$ cat src/rtl/nbt_pkg.sv
`timescale 1ns/1ps
package nbt_pkg;
  typedef enum logic [2:0] {
    S_IDLE, S_SEL, S_ADDR, S_WDAT, S_TAR, S_SYNC, S_RDAT, S_END
  } nbt_state_e;

  localparam logic [3:0] CODE_RD   = 4'hD;
  localparam logic [3:0] CODE_WR   = 4'hE;
  localparam logic [3:0] SYNC_WAIT = 4'h5;
  localparam logic [3:0] SYNC_RDY  = 4'h0;
  localparam logic [3:0] NIB_IDLE  = 4'hF;
endpackage

$ cat src/rtl/nbt_rst_sync.sv
`timescale 1ns/1ps
module nbt_rst_sync #(
  parameter int STAGES = 2
) (
  input  logic clk,
  input  logic rst_n,
  output logic rst_sync_n
);
  logic [STAGES-1:0] sr_q;

  generate
    if (STAGES == 1) begin : g_one
      always_ff @(posedge clk or negedge rst_n) begin
        if (!rst_n) sr_q <= 1'b0;
        else        sr_q <= 1'b1;
      end
    end else begin : g_chain
      always_ff @(posedge clk or negedge rst_n) begin
        if (!rst_n) sr_q <= '0;
        else        sr_q <= {sr_q[STAGES-2:0], 1'b1};
      end
    end
  endgenerate

  assign rst_sync_n = sr_q[STAGES-1];
endmodule

$ cat src/rtl/nbt_seq.sv
`timescale 1ns/1ps
module nbt_seq
  import nbt_pkg::*;
#(
  parameter int ADDR_NIB    = 7,
  parameter int WAIT_STATES = 2
) (
  input  logic       clk,
  input  logic       rst_n,
  input  logic       init_n,
  input  logic       frm_n,
  input  logic [3:0] nib_i,
  input  logic [3:0] sel_strap,
  output nbt_state_e state_o,
  output logic       first_o,
  output logic       sync_rdy_o,
  output logic       is_wr_o
);
  localparam int MAXC  = (ADDR_NIB - 1 > WAIT_STATES) ? ADDR_NIB - 1 :
                         ((WAIT_STATES > 1) ? WAIT_STATES : 1);
  localparam int CNT_W = $clog2(MAXC + 1);
  localparam logic [CNT_W-1:0] ADDR_LAST = CNT_W'(ADDR_NIB - 1);
  localparam logic [CNT_W-1:0] SYNC_LAST = CNT_W'(WAIT_STATES);
  localparam logic [CNT_W-1:0] PAIR_LAST = CNT_W'(1);

  nbt_state_e       state_q, state_d;
  logic [CNT_W-1:0] cnt_q, cnt_d;
  logic             wr_q, wr_d;
  logic             cnt_en, wr_en;

  always_comb begin
    state_d = state_q;
    cnt_d   = cnt_q;
    wr_d    = wr_q;
    unique case (state_q)
      S_IDLE: ;
      S_SEL: begin
        cnt_d   = '0;
        state_d = (nib_i == sel_strap) ? S_ADDR : S_IDLE;
      end
      S_ADDR: begin
        if (cnt_q == ADDR_LAST) begin
          cnt_d   = '0;
          state_d = wr_q ? S_WDAT : S_TAR;
        end else cnt_d = cnt_q + 1'b1;
      end
      S_WDAT: begin
        if (cnt_q == PAIR_LAST) begin
          cnt_d   = '0;
          state_d = S_TAR;
        end else cnt_d = cnt_q + 1'b1;
      end
      S_TAR: begin
        if (cnt_q == PAIR_LAST) begin
          cnt_d   = '0;
          state_d = S_SYNC;
        end else cnt_d = cnt_q + 1'b1;
      end
      S_SYNC: begin
        if (cnt_q == SYNC_LAST) begin
          cnt_d   = '0;
          state_d = wr_q ? S_END : S_RDAT;
        end else cnt_d = cnt_q + 1'b1;
      end
      S_RDAT: begin
        if (cnt_q == PAIR_LAST) begin
          cnt_d   = '0;
          state_d = S_END;
        end else cnt_d = cnt_q + 1'b1;
      end
      S_END: begin
        if (cnt_q == PAIR_LAST) begin
          cnt_d   = '0;
          state_d = S_IDLE;
        end else cnt_d = cnt_q + 1'b1;
      end
      default: begin
        state_d = S_IDLE;
        cnt_d   = '0;
      end
    endcase
    // a low frame overrides everything: abort, then look for a start code
    if (!frm_n) begin
      cnt_d = '0;
      if (nib_i == CODE_RD || nib_i == CODE_WR) begin
        state_d = S_SEL;
        wr_d    = (nib_i == CODE_WR);
      end else begin
        state_d = S_IDLE;
      end
    end
    if (!init_n) begin
      state_d = S_IDLE;
      cnt_d   = '0;
      wr_d    = 1'b0;
    end
  end

  assign cnt_en = (cnt_d != cnt_q);
  assign wr_en  = (wr_d != wr_q);

  always_ff @(posedge clk or negedge rst_n) begin
    if (!rst_n) state_q <= S_IDLE;
    else        state_q <= state_d;
  end

  always_ff @(posedge clk or negedge rst_n) begin
    if (!rst_n)      cnt_q <= '0;
    else if (cnt_en) cnt_q <= cnt_d;
  end

  always_ff @(posedge clk or negedge rst_n) begin
    if (!rst_n)     wr_q <= 1'b0;
    else if (wr_en) wr_q <= wr_d;
  end

  assign state_o    = state_q;
  assign first_o    = (cnt_q == '0);
  assign sync_rdy_o = (state_q == S_SYNC) && (cnt_q == SYNC_LAST);
  assign is_wr_o    = wr_q;
endmodule

$ cat src/rtl/nbt_datapath.sv
`timescale 1ns/1ps
module nbt_datapath
  import nbt_pkg::*;
#(
  parameter int ADDR_W  = 28,
  parameter int BLK_LSB = 16,
  parameter int BLK_W   = 4
) (
  input  logic              clk,
  input  logic              rst_n,
  input  nbt_state_e        state,
  input  logic              first,
  input  logic              sync_rdy,
  input  logic              is_wr,
  input  logic [3:0]        nib_i,
  input  logic              wrprot_n,
  input  logic              toplock_n,
  input  logic [7:0]        mem_rdata,
  output logic [ADDR_W-1:0] mem_addr,
  output logic              mem_rd,
  output logic              mem_wr,
  output logic [7:0]        mem_wdata,
  output logic [7:0]        rbyte
);
  logic [ADDR_W-1:0] addr_q;
  logic [7:0]        wdat_q, rdat_q;
  logic              addr_en, wlo_en, whi_en, rlat_en;
  logic              top_blk, blocked;

  assign addr_en = (state == S_ADDR);
  assign wlo_en  = (state == S_WDAT) && first;
  assign whi_en  = (state == S_WDAT) && !first;
  assign rlat_en = sync_rdy && !is_wr;

  always_ff @(posedge clk or negedge rst_n) begin
    if (!rst_n)       addr_q <= '0;
    else if (addr_en) addr_q <= {addr_q[ADDR_W-5:0], nib_i};
  end

  always_ff @(posedge clk or negedge rst_n) begin
    if (!rst_n)      wdat_q[3:0] <= '0;
    else if (wlo_en) wdat_q[3:0] <= nib_i;
  end

  always_ff @(posedge clk or negedge rst_n) begin
    if (!rst_n)      wdat_q[7:4] <= '0;
    else if (whi_en) wdat_q[7:4] <= nib_i;
  end

  always_ff @(posedge clk or negedge rst_n) begin
    if (!rst_n)       rdat_q <= '0;
    else if (rlat_en) rdat_q <= mem_rdata;
  end

  assign top_blk = &addr_q[BLK_LSB+BLK_W-1:BLK_LSB];
  assign blocked = top_blk ? !toplock_n : !wrprot_n;

  assign mem_addr  = addr_q;
  assign mem_wdata = wdat_q;
  assign rbyte     = rdat_q;
  assign mem_rd    = (state == S_TAR) && first && !is_wr;
  assign mem_wr    = sync_rdy && is_wr && !blocked;
endmodule

$ cat src/rtl/nbt_drive.sv
`timescale 1ns/1ps
module nbt_drive
  import nbt_pkg::*;
(
  input  nbt_state_e state,
  input  logic       first,
  input  logic       sync_rdy,
  input  logic [7:0] rbyte,
  output logic [3:0] nib_o,
  output logic       nib_oe
);
  always_comb begin
    nib_o  = '0;
    nib_oe = 1'b0;
    unique case (state)
      S_TAR, S_END: begin
        nib_oe = first;
        nib_o  = first ? NIB_IDLE : 4'h0;
      end
      S_SYNC: begin
        nib_oe = 1'b1;
        nib_o  = sync_rdy ? SYNC_RDY : SYNC_WAIT;
      end
      S_RDAT: begin
        nib_oe = 1'b1;
        nib_o  = first ? rbyte[3:0] : rbyte[7:4];
      end
      default: begin
        nib_o  = '0;
        nib_oe = 1'b0;
      end
    endcase
  end
endmodule

$ cat src/rtl/nbt_target.sv
`timescale 1ns/1ps
module nbt_target
  import nbt_pkg::*;
#(
  parameter int ADDR_NIB    = 7,
  parameter int WAIT_STATES = 2,
  parameter int BLK_LSB     = 16,
  parameter int BLK_W       = 4,
  parameter int RST_STAGES  = 2,
  localparam int ADDR_W     = 4 * ADDR_NIB
) (
  input  logic              clk,
  input  logic              rst_n,
  input  logic              init_n,
  input  logic              frm_n,
  input  logic [3:0]        nib_i,
  output logic [3:0]        nib_o,
  output logic              nib_oe,
  input  logic [3:0]        sel_strap,
  input  logic              wrprot_n,
  input  logic              toplock_n,
  output logic [ADDR_W-1:0] mem_addr,
  output logic              mem_rd,
  input  logic [7:0]        mem_rdata,
  output logic              mem_wr,
  output logic [7:0]        mem_wdata
);
  logic       rst_sync_n;
  nbt_state_e state;
  logic       first, sync_rdy, is_wr;
  logic [7:0] rbyte;

  nbt_rst_sync #(.STAGES(RST_STAGES)) u_rst (
    .clk(clk), .rst_n(rst_n), .rst_sync_n(rst_sync_n)
  );

  nbt_seq #(.ADDR_NIB(ADDR_NIB), .WAIT_STATES(WAIT_STATES)) u_seq (
    .clk(clk), .rst_n(rst_sync_n), .init_n(init_n), .frm_n(frm_n),
    .nib_i(nib_i), .sel_strap(sel_strap), .state_o(state),
    .first_o(first), .sync_rdy_o(sync_rdy), .is_wr_o(is_wr)
  );

  nbt_datapath #(.ADDR_W(ADDR_W), .BLK_LSB(BLK_LSB), .BLK_W(BLK_W)) u_dp (
    .clk(clk), .rst_n(rst_sync_n), .state(state), .first(first),
    .sync_rdy(sync_rdy), .is_wr(is_wr), .nib_i(nib_i),
    .wrprot_n(wrprot_n), .toplock_n(toplock_n), .mem_rdata(mem_rdata),
    .mem_addr(mem_addr), .mem_rd(mem_rd), .mem_wr(mem_wr),
    .mem_wdata(mem_wdata), .rbyte(rbyte)
  );

  nbt_drive u_drv (
    .state(state), .first(first), .sync_rdy(sync_rdy), .rbyte(rbyte),
    .nib_o(nib_o), .nib_oe(nib_oe)
  );
endmodule

$ cat config.mk
export PLATFORM = sky130hd
export DESIGN_NAME = nbt_target
export DESIGN_NICKNAME = d
export VERILOG_FILES = /design/src/rtl/nbt_pkg.sv /design/src/rtl/nbt_rst_sync.sv /design/src/rtl/nbt_seq.sv /design/src/rtl/nbt_datapath.sv /design/src/rtl/nbt_drive.sv /design/src/rtl/nbt_target.sv
export SDC_FILE = /design/constraint.sdc
export NUM_CORES = 1
export LEC_CHECK = 0
export ABC_AREA = 0
export ABC_CLOCK_PERIOD_IN_PS = 2200
export BUFFER_PORTS_ARGS = -buffer_cell sky130_fd_sc_hd__buf_2
export CAP_MARGIN = 20
export CORE_MARGIN = 2
export CORE_UTILIZATION = 53
export CTS_CLUSTER_DIAMETER = 150
export CTS_CLUSTER_SIZE = 12
export DETAILED_ROUTE_END_ITERATION = 10
export GPL_TIMING_DRIVEN = 0
export PLACE_DENSITY = 0.9
export SLEW_MARGIN = 20
export SYNTH_ARGS = -nofsm -noshare
export SYNTH_HDL_FRONTEND = slang
export SYNTH_HIERARCHICAL = 1
export SYNTH_SLANG_ARGS = --single-unit
export TNS_END_PERCENT = 5
$ cat constraint.sdc
create_clock -name clk -period 2.2 [get_ports clk]
set_clock_uncertainty 0.05 [all_clocks]
set_input_delay 0.22 -clock clk [delete_from_list [all_inputs] [get_ports clk]]
set_output_delay 0.22 -clock clk [all_outputs]
set_load 0.01 [all_outputs]
# After elaboration in Yosys (flattened, before gate mapping)
# Cells that the tools add are included.
[classes] n_mux=28 eq_ne=22 addsub=1 reduce_logical=20
[ops] operator="3-bit two-way mux" count=15
[ops] operator="4-bit inequality test (second input constant)" count=6
[ops] operator="3-bit case mux with 7 select lines" count=1
[ops] operator="3-bit equality test (second input constant)" count=5
[ops] operator="3-bit case mux with 4 select lines" count=1
[ops] operator="4-bit case mux with 3 select lines" count=1
[ops] operator="3-bit by 2-bit equality test with 1-bit output (second input constant)" count=3
[ops] operator="9-bit by 2-bit inequality test with 1-bit output (second input constant)" count=1
[ops] operator="4-bit equality test (second input constant)" count=2
[ops] operator="1-bit logical AND" count=8
[ops] operator="4-bit two-way mux" count=2
[ops] operator="7-bit AND reduction" count=1
[ops] operator="3-bit by 1-bit equality test with 1-bit output (second input constant)" count=2
[ops] operator="1-bit two-way mux" count=6
[ops] operator="1-bit logical NOT" count=5
[ops] operator="4-bit equality test" count=1
[ops] operator="4-bit AND reduction" count=1
[ops] operator="2-bit OR reduction" count=2
[ops] operator="4-bit OR reduction" count=1
[ops] operator="3-bit by 1-bit adder with 3-bit output (second input constant)" count=1
[ops] operator="3-bit logical NOT" count=1
[ops] operator="3-bit inequality test" count=1
[ops] operator="2-bit two-way mux" count=1
[ops] operator="1-bit case mux with 2 select lines" count=1
[ops] operator="2 further kinds" count=2
[word_totals] output_inout_bits=43 regBits=53 elab_cells=79

# Logic depth before layout (Yosys ltp)
# Gate-level depths: netlist of run 1.
[depth] word_depth=6 ltp_mapped=6

# Cells and area by module
# Netlist of run 1, hierarchy kept.
[by_module_without_submodules] module="nbt_datapath" seq_area_each_um2=1101.1 cells_per_inst=102 area_each_um2=1804.2 n_inst=1
[by_module_without_submodules] module="nbt_seq" seq_area_each_um2=175.2 cells_per_inst=78 area_each_um2=663.1 n_inst=1
[by_module_without_submodules] module="nbt_drive" seq_area_each_um2=0.0 cells_per_inst=23 area_each_um2=181.4 n_inst=1
[by_module_without_submodules] module="nbt_rst_sync" seq_area_each_um2=50.0 cells_per_inst=3 area_each_um2=53.8 n_inst=1

# Worst setup path after synthesis of run 1
# Ideal clock, no wire load.
[synth_path] kind="reg-to-output" start="register u_seq.cnt_q[2]" end="output port nib_o[3]" t_required_ps=1930 arrival_time_ps=1562 path_stages_with_launch=7 slack_ps=368 path_cell_list="dfrtp_1 buf_4 nor3_1 buf_6 nor3b_1 a31oi_1 a21boi_0"
[synth_between] elab_chain_len=3
[synth_lines] item="start: declaration" line="nbt_seq.sv:27" rtl="logic [CNT_W-1:0] cnt_q, cnt_d;"
[synth_lines] item="start signal: assignment" line="nbt_seq.sv:109" rtl="else if (cnt_en) cnt_q <= cnt_d;"
[synth_lines] item="3-bit logical NOT *" line="nbt_seq.sv:118" rtl="assign first_o = (cnt_q == '0);"
[synth_lines] item="net first" line="nbt_target.sv:30" rtl="logic first, sync_rdy, is_wr;"
[synth_lines] item="4-bit two-way mux (on tied branches)" line="nbt_drive.sv:26, nbt_drive.sv:18"
[synth_lines] item="4-bit case mux with 3 select lines *" line="nbt_drive.sv:15" rtl="unique case (state)"
[synth_lines] item="end: declaration" line="nbt_target.sv:17" rtl="output logic [3:0] nib_o,"
# The timed path passes the listed nets; every way through them passes the cells marked *.

# Worst setup path after layout of run 1
[layout_path] start="register u_seq.cnt_q[0]" end="output port nib_o[0]"
[layout_between] elab_chain_len=4
[layout_lines] item="3-bit by 2-bit equality test with 1-bit output" line="nbt_seq.sv:119" rtl="assign sync_rdy_o = (state_q == S_SYNC) && (cnt_q == SYNC_LAST);"
[layout_lines] item="1-bit logical AND" line="nbt_seq.sv:119"
[layout_lines] item="net sync_rdy" line="nbt_target.sv:30"
[layout_lines] item="3-bit two-way mux" line="nbt_drive.sv:22" rtl="nib_o = sync_rdy ? SYNC_RDY : SYNC_WAIT;"
[layout_lines] item="4-bit case mux with 3 select lines" line="nbt_drive.sv:15"
# The timed path passes the listed nets, and every way through them passes these cells.

==> flow_summary.ini, run 1 <==
[power]
internal-power_uw = 1399
power.share.clock_pct = 36.5
p_sw_share_pct = 22.41
p_switching_uw = 404.1
p_leak_uw = 0.001739
power_frac_comb_pct = 7.5
irDropWorstVdd_v = 0.0003135
p_per_area_nw_per_um2 = 540.8
power_frac_seq_pct = 56.1

[synth]
syn_inst = 206
synth-seq-area-share_pct = 49.07
synth_area_sq_um = 2703
muxShareOfSynthArea_pct = 23.15
synth-simple-area-share_pct = 10.51
syn_nets = 228
yosys.area.top_type = dfrtp_1
ys_async_sr_fraction_pct = 100.0
synth_ff_type = dfrtp_1
yosysWarnings = 6
synth_edf_count = 0
synth-xor-area-share_pct = 2.269
synth_compound_area_share_pct = 8.565
yosys-top-cells-area = dfrtp_1 (49%), mux2_4 (12%), mux2_2 (10%)
synth_top_family_by_area = multiplexers
avgSynthCellArea_sq_um = 13.12
synth_cell_types = 48
netlist.area_leader.share_pct = 49.07
synthAdderAreaFrac_pct = 0
yosys_register_bits = 53

[global_route]
met2_usage_pct = 33.91
busiest_layer = met2
grtUsageMet3_pct = 4.630
grt-ovfl-total = 0
grt_usage_pct = 20.54
antenna_found_initial = 0
use_met1_pct = 26.74
grt_max_degree = 29
grt_pass1_wl_microns = 8742
grt_pass1_vias = 1887

[placed_design]
hpwl_microns = 3928
numPortBuffers = 64
gp_congestion = 0.8014
dpl_worst_slack_ns = 0.06935
dp_cells = 338

[die]
die_w_microns = 75.41
start_util_pct = 56.10
die_area_sq_um = 5687
io_pins = 65
rows = 25
die_h_microns = 75.41
core_area_sq_um = 4817

[final_layout]
area_growth_pct = 23.38
fin_nets = 308
num_antenna_cells = 0
multi_input_comb_area_sq_um = 1234
fill_cells = 377
regArea_sq_um = 1331
post_layout_nonfiller_instances = 354
drive_gt1_share_pct = 53.66

[detailed_routing]
route.vias.total = 1934
dr.pass1.iters = 4
postRouteAntennaNets = 0
drt-vias-per-instance = 5.463
drc_errors = 0
drt_iter0_drc = 107
wl_per_cell_microns = 15.37
wirelength_microns = 5440

[worst_setup_path]
crit_fanout = 5
crit_path_end_kind = output pin
crit_path_start = u_seq/cnt_q[0]
critPathKind = flop to output pin
rr_worst_depth = 6
cp_data_required_time_ns = 1.93
r2r_start = u_seq/cnt_q[0]
setup.worst_path.end = nib_o[0]
rr_endpoint = u_dp/rbyte[6]
r2r_slack_ns = 0.35
cp-start-kind = flop
crit_arrival_ns = 1.87

[cts]
clk_path_buf_depth = 2
numCtsBuffers = 5
htreeDepth = 2
cts.sinks = 53
insertion_delay_ns = 0.30
root_buffer = clkbuf_8
cts.clk_slew.worst_paths_ns = 0.09
cts_tree = yes

[worst_hold_path]
hold_path_class = input pin to flop

[sta]
holdWs_ns = 0.09799
rsz0062_at_grt = true
setup_slack_ns = 0.05753
fin_crit_sh_pct = 97.39
period_minus_slack_ns = 2.142
maxSlewHeadroom_pct = 62.46
slew_viol_final = 0
fmax_mhz = 466.8
tightestPinTransition_ns = 0.5631
hold_viol = 0
finalSetupViolCount = 0

[job]
drv_cap = 0

[status]
status = finished clean
[worst min path at each step]
stage	from	end	slack (ns)	cells past startpoint
final	mem_rdata[7]	u_dp/rbyte[7]	0.1	2
after global routing	mem_rdata[7]	u_dp/rbyte[7]	0.09	2
after CTS	mem_rdata[1]	u_dp/rbyte[1]	0.09	2
after detailed placement	rst_n	u_rst/sr_q[0]	-0.04	1
after global placement	rst_n	u_rst/sr_q[0]	-0.04	1
after floorplan	rst_n	u_rst/sr_q[0]	-0.13	0
[synthesized netlist by cell type (2+ instances only)]
cell and instances:
a21boi_0 2, mux2_2 24, mux2i_1 4, a21o_1 2, nand4_1 2, a31oi_1 6, nand3b_1 2, dfrtp_1 53
a211oi_1 2, nor2b_1 5, o21ai_0 6, xor2_1 6, nand3_1 6, buf_2 2, nor3_1 2, buf_6 6
nand2_1 7, nor2_1 5, buf_12 2, a311oi_1 2, nor4_1 2, a21oi_1 4, and4bb_1 4, inv_1 5
buf_4 2, mux2_4 21
[what timing repair did]
| action | 4_1_cts | 5_1_grt |
|---|---|---|
| setup endpoints to repair | 5 | 4 |
| hold buffers | 1 | 0 |
| buffers inserted | 3 | 4 |
| pin swaps | 0 | 3 |
| gates resized for setup | 9 | 2 |
| endpoints found under the hold margin | 2 | 0 |
[power groups by stage]
| stage | Clock, uW | Sequential (uW) | Combinational, uW |
|---|---|---|---|
| after floorplan | 0 | 1040 | 59.1 |
| after global placement | 0 | 1040 | 111 |
| after detailed placement | 0 | 1030 | 128 |
| after CTS | 680 | 1010 | 135 |
| after global routing | 725 | 1020 | 148 |
| final | 658 | 1010 | 135 |
[through the flow]
step | setup TNS [ns] | cell area [sq um] | util, % | total power, uW
4_1_cts | -0.05096 | 3293 | 68.36 | 1827
3_3_place_gp | 0 | 3107 | 64.49 | 1152
3_5_place_dp | 0 | 3128 | 64.94 | 1161
2_1_floorplan | 0 | 2703 | - | 1099
5_1_grt | -0.06372 | 3334 | 69.22 | 1889
6_report | 0 | 3334 | 69.22 | 1803
[sequential cells by signal, indices dropped and copies added, names as in the netlist]
name,cells
u_rst/sr_q,2
u_dp/mem_wdata,8
u_dp/mem_addr,28
u_seq/state_o,3
u_seq/is_wr_o,1
u_seq/cnt_q,3
u_dp/rbyte,8
[layout by cell type, fill, tap and decap left out, types with 5 or more instances in the layout]
cell,n
nand3_1,6
nand2_1,7
inv_1,5
buf_4,9
buf_2,66
buf_6,6
a31oi_1,5
xor2_1,6
dfrtp_1,49
nor2_1,5
mux2_4,21
mux2_2,24
clkbuf_8,5
[final cells by class]
type / count / area share, %
plain buffers: 13 / 4.428
clock buffers: 5 / 2.064
clock inverters: 3 / 1.313
inverters: 6 / 0.6754
multi-input cells: 134 / 37.00
flip-flops and latches: 53 / 39.93
well taps: 67 / 2.514
repair buffers: 73 / 12.08
[critical path: stages, from the launching register on]
cell	delay, ns
dfrtp_1	0.38
buf_6	0.13
and2b_2	0.21
and4_4	0.24
and4bb_1	0.20
a31oi_2	0.18
o21ai_1	0.09
buf_2	0.14
[metal layers]
| metal | wire length (microns) | part of all wire [%] |
|---|---|---|
| met3 | 341 | 6.3 |
| met5 | 0 | 0 |
| met2 | 2664 | 49 |
| met4 | 63 | 1.2 |
| met1 | 2370 | 44 |
[logic make-up after synthesis]
group / Yosys count
other cells: 1
compound gates: 33
flops: 53
simple gates: 44
buf+inv: 19
xor+xnor: 7
mux: 49
(Power assumes the default switching activity.)
==> run 2, diff against run 1 <==
--- a/config.mk
+++ b/config.mk
@@ -16,6 +16,7 @@
 export DETAILED_ROUTE_END_ITERATION = 10
 export GPL_TIMING_DRIVEN = 0
 export PLACE_DENSITY = 0.9
+export RECOVER_POWER = 50
 export SLEW_MARGIN = 20
 export SYNTH_ARGS = -nofsm -noshare
 export SYNTH_HDL_FRONTEND = slang
==> run 2 against run 1 <==
  * Sequential power about the same
  * Utilization shrank 0.81 points
  * Maximum frequency is essentially flat
  * Critical path depth stayed put
  * Non-clock buffer count stayed put
  * Critical endpoint unchanged
  * Largest cell class unchanged
  * Largest power group unchanged
  * Highest routed layer unchanged
==> flow_summary.ini, run 2 (synthesized netlist as in run 1, its figures left out) <==
[worst_setup_path]
crit_buf_inv = 2
crit_fanout = 5
critPathKind = flop to output pin
crit_slowest_cell = dfrtp_1
cp_data_required_time_ns = 1.93
crit_family = simple AND/OR/NAND/NOR gates
max_stage_delay_ns = 0.38
cp-start-kind = flop
crit_arrival_ns = 1.87
path_cells = buf_6 -> and2b_2 -> and4_4 -> and4bb_1 -> a31oi_2 -> o21ai_1 -> buf_2
crit_path_end_kind = output pin

[sta]
maxSlewHeadroom_pct = 34.54
period_minus_slack_ns = 2.143
finalSetupViolCount = 0
slew_viol_final = 0
fin_crit_sh_pct = 97.40
holdWs_ns = 0.09842
fin_tns_setup_ns = 0
setup_slack_ns = 0.05726
tightestPinTransition_ns = 0.9819
hold_viol = 0
rsz0062_at_grt = true
fmax_mhz = 466.7

[status]
status = finished clean

[global_route]
grt_usage_pct = 20.54
antenna_found_initial = 0
grt_pass1_wl_microns = 8742
grt_pass1_vias = 1887
grt-ovfl-total = 0
grt_max_degree = 29

[die]
rows = 25
core_area_sq_um = 4817
die_h_microns = 75.41
die_w_microns = 75.41
start_util_pct = 56.10
die_area_sq_um = 5687
io_pins = 65

[detailed_routing]
drt-vias-per-instance = 5.466
route.vias.total = 1935
drt_iter0_drc = 132
postRouteAntennaNets = 0
wirelength_microns = 5451
dr.pass1.iters = 4
wl_per_cell_microns = 15.40
drc_errors = 0

[final_layout]
num_antenna_cells = 0
fin_nets = 308
final_common_cell = dfrtp_1
area_growth_pct = 21.94
largest_reg_flops = 28
final_cell_mix = dfrtp_1 (50), buf_2 (48), mux2_2 (24)
drive_gt1_share_pct = 47.04
final_cell_area_sq_um = 3296
fill_cells = 390

[cts]
root_buffer = clkbuf_8
cts_tree = yes
cts.sinks = 53
numCtsBuffers = 5
cts.clk_slew.worst_paths_ns = 0.09
htreeDepth = 2
insertion_delay_ns = 0.30
clk_path_buf_depth = 2

[placed_design]
gp_congestion = 0.8014
dpl_worst_slack_ns = 0.06935
placed_cell_area_sq_um = 3128
numPortBuffers = 64
hpwl_microns = 3928

[job]
drv_cap = 0

[worst_hold_path]
hold_path_class = input pin to flop

[power]
p_per_area_nw_per_um2 = 545.3
p_leak_uw = 0.001663
irDropWorstVdd_v = 0.0003100
[run 2: report_power, final]
group | switching, uW | internal, uW
Sequential | 20.6 | 990
Clock | 315 | 341
Combinational | 67.4 | 63.1
Total | 403 | 1390
[run 2: cell type report]
| cell class | count | area [sq um] | share of cell area [%] |
|---|---|---|---|
| Sequential cell | 53 | 1330 | 40.36 |
| Multi-Input combinational cell | 134 | 1234 | 37.43 |
| Timing Repair Buffer | 73 | 365.4 | 11.09 |
| Buffer | 13 | 147.6 | 4.480 |
| Tap cell | 67 | 83.83 | 2.544 |
| Clock buffer | 5 | 68.82 | 2.088 |
| Clock inverter | 3 | 43.79 | 1.329 |
| Inverter | 6 | 22.52 | 0.6834 |
[run 2: final timing paths]
kind                       cells after the start            end  slack (ns)      startpoint
min reg2reg                                    0  u_rst/sr_q[1]        0.32   u_rst/sr_q[0]
max                                            7       nib_o[0]        0.06  u_seq/cnt_q[0]
max reg2reg                                    6  u_dp/rbyte[6]        0.35  u_seq/cnt_q[0]
min                                            2  u_dp/rbyte[7]         0.1    mem_rdata[7]
max in group asynchronous                      1  u_dp/rbyte[6]        0.55   u_rst/sr_q[1]
min in group asynchronous                      2  u_rst/sr_q[0]        0.16           rst_n
[run 2: per-layer routing]
layer,up-vias,routed length (microns),global-route usage (%)
met4,0,62,7.212
met5,-,0,0
met3,4,338,4.630
met2,71,2662,33.91
li1,909,-,-
met1,951,2388,26.74
[run 2: what timing repair did]
| item | CTS | global route |
|---|---|---|
| cloned | 0 | 0 |
| pin swaps | 0 | 3 |
| gates resized for setup | 9 | 2 |
| endpoints found under the hold margin | 2 | 0 |
| setup endpoints to repair | 5 | 4 |
| hold buffers | 1 | 0 |
| buffers inserted | 3 | 4 |
[run 2: metrics by stage]
stage / total power (uW) / utilization (%) / std cells
floorplan: 1099 / - / 206
global placement: 1152 / 64.49 / 337
detailed placement: 1161 / 64.94 / 338
CTS: 1827 / 68.36 / 350
global route: 1884 / 68.42 / 354
finish: 1797 / 68.42 / 354
==> run 3, diff against run 2 <==
--- a/config.mk
+++ b/config.mk
@@ -5,7 +5,7 @@
 export SDC_FILE = /design/constraint.sdc
 export NUM_CORES = 1
 export LEC_CHECK = 0
-export ABC_AREA = 0
+export ABC_AREA = 1
 export ABC_CLOCK_PERIOD_IN_PS = 2200
 export BUFFER_PORTS_ARGS = -buffer_cell sky130_fd_sc_hd__buf_2
 export CAP_MARGIN = 20
==> constraint.sdc (replaced) <==
create_clock -name clk -period 2.2 [get_ports clk]
set_clock_uncertainty 0.05 [all_clocks]
set_input_delay 0.44 -clock clk [delete_from_list [all_inputs] [get_ports clk]]
set_output_delay 0.44 -clock clk [all_outputs]
set_load 0.01 [all_outputs]
==> run 3 against run 2 <==
  * Synthesized cell count grew 73%
  * Global-route usage grew 1.4 points
  * Routed wire length grew 9.0%
  * Critical endpoint is now mem_wr
  * Largest cell class unchanged
  * Largest power group unchanged
==> flow_summary.ini, run 3 <==
[global_route]
grt_pass1_vias = 2360
antenna_found_initial = 0
grt-ovfl-total = 0
grt_max_degree = 29
grt_pass1_wl_microns = 10230
grt_usage_pct = 21.91

[final_layout]
final_cell_area_sq_um = 3382
drive_gt1_share_pct = 30.91
area_growth_pct = 23.42
fin_nets = 461
regArea_sq_um = 1334
final_cell_mix = nand2_1 (133), buf_2 (62), inv_1 (51)
final_core_util_pct = 67.07
num_antenna_cells = 0
largest_reg_flops = 28
multi_input_comb_area_sq_um = 1142
final_common_cell = nand2_1
fill_cells = 425
post_layout_nonfiller_instances = 510

[power]
power_frac_seq_pct = 54.7
p_per_area_nw_per_um2 = 562.7
internal-power_uw = 1432
p_leak_uw = 0.001817
irDropWorstVdd_v = 0.0003391
power_uw = 1903
power.share.clock_pct = 34.7
power_frac_comb_pct = 10.6
p_sw_share_pct = 24.74
p_switching_uw = 470.9

[placed_design]
dp_cells = 491
gp_congestion = 0.8501
numPortBuffers = 64
placed_cell_area_sq_um = 3169
dpl_worst_slack_ns = -0.2223
hpwl_microns = 4284

[cts]
htreeDepth = 2
cts_tree = yes
cts.sinks = 53
insertion_delay_ns = 0.31
root_buffer = clkbuf_8
clk_path_buf_depth = 2
numCtsBuffers = 5
cts.clk_slew.worst_paths_ns = 0.09

[die]
core_area_sq_um = 5042
start_util_pct = 54.34
rows = 26
die_w_microns = 75.91
io_pins = 65
die_h_microns = 75.91
die_area_sq_um = 5762

[synth]
avgSynthCellArea_sq_um = 7.697
yosys.area.top_type = dfrtp_1
netlist.area_leader.share_pct = 48.40
synth_area_sq_um = 2740
ys_async_sr_fraction_pct = 100.0
syn_nets = 378
yosys_register_bits = 53
synth_edf_count = 0
synth-seq-area-share_pct = 48.40
syn_inst = 356
yosysMostFrequentCell = nand2_1
yosysWarnings = 6
yosys-top-cells-area = dfrtp_1 (48%), nand2_1 (18%), o21ai_2 (7.4%)
synth_cell_types = 21
synth_ff_type = dfrtp_1
netlist_top_cells_count = nand2_1 (135), dfrtp_1 (53), inv_1 (51)

[worst_setup_path]
max_stage_delay_ns = 0.46
cp-start-kind = flop
crit_arrival_ns = 1.64
crit_path_end_kind = output pin
crit_slowest_cell = dfrtp_2
critPathKind = flop to output pin
cpMostUsedCell = nand2_1
cp_data_required_time_ns = 1.71
crit_path_start = u_seq/cnt_q[2]
path_cells = nor2_2 -> nand2_2 -> nor3_2 -> buf_4 -> nand2_1 -> inv_1 -> nand2_1 -> nor2_1 -> buf_2
r2r_start = u_seq/cnt_q[1]
r2r_slack_ns = 0.47
crit_fanout = 5

[detailed_routing]
drt_iter0_drc = 137
dr.pass1.iters = 4
drc_errors = 0
wirelength_microns = 5942
postRouteAntennaNets = 0
wl_per_cell_microns = 11.65
drt-vias-per-instance = 4.896
route.vias.total = 2497

[sta]
maxSlewHeadroom_pct = 54.14
hold_viol = 0
setup_slack_ns = 0.06633
fmax_mhz = 468.7
fin_crit_sh_pct = 96.99
finalSetupViolCount = 0
slew_viol_final = 0
tightestPinTransition_ns = 0.6879
period_minus_slack_ns = 2.134
rsz0062_at_grt = true

[job]
drv_cap = 0

[status]
status = finished clean

[worst_hold_path]
hold_path_class = flop to async pin
## run 3: final timing paths
kind,to,cells after the start
max in group asynchronous,u_seq/state_o[1],1
worst max-delay path,mem_wr,9
min in group clk,u_rst/sr_q[1],0
worst min-delay path,u_dp/mem_addr[5],0
worst min register to register,u_dp/mem_addr[5],0
worst max register to register,u_dp/mem_wdata[3],6
## run 3: cells by family (layout without fill, tap and decap cells)
kind of cell / after synthesis / after routing / synth area share, %
buf+inv: 64 / 148 / 10.78
flops: 53 / 53 / 48.40
compound gates: 34 / 34 / 9.361
simple gates: 202 / 202 / 30.69
other cells: 1 / 1 / 0.1369
xor+xnor: 2 / 2 / 0.6394
## run 3: metal layers
layer	part of all wire, %	global-route usage [%]	up-vias
met3	5.3	5.238	9
met2	51	39.11	72
met5	0	0	-
li1	-	-	1244
met4	1.5	8.182	0
met1	42	25.63	1172
## run 3: timing repair
action | 4_1_cts | 5_1_grt
endpoints found under the setup margin | 11 | 4
buffers inserted | 5 | 6
hold buffers | 1 | 0
hold endpoints to repair | 2 | 0
gates cloned | 0 | 0
pin swaps | 2 | 2
resized for setup | 9 | 5
## run 3: final cells by class
class                      count  share of cell area, %
sequential                    53                  39.44
multi-input combinational    239                  33.78
timing repair buffer          77                  12.39
inverter                      55                  6.178
tap                           70                  2.590
buffer                         8                  2.331
clock buffer                   6                  2.146
clock inverter                 2                  1.147
## run 3: stage by stage
step	setup TNS (ns)	hold slack, ns
after floorplan	0	0.09441
after detailed placement	-1.418	0.1771
final	0	0.2013
after CTS	0	0.2358
after global placement	-1.117	0.1759
after global routing	-0.2168	0.2475
## run 3: power by group through the flow
stage	Combinational (uW)	Sequential (uW)	Clock [uW]
6_report	202	1040	660
5_1_grt	229	1050	717
4_1_cts	200	1040	686
3_5_place_dp	194	1060	0
3_3_place_gp	172	1070	0
2_1_floorplan	92.5	1080	0
## run 3: critical path, delay by kind of cell, from the launching register on
family	cells	cell delay [ns]
and+or+nand+nor	6	0.53
DFF	1	0.46
buffers and inverters	3	0.35
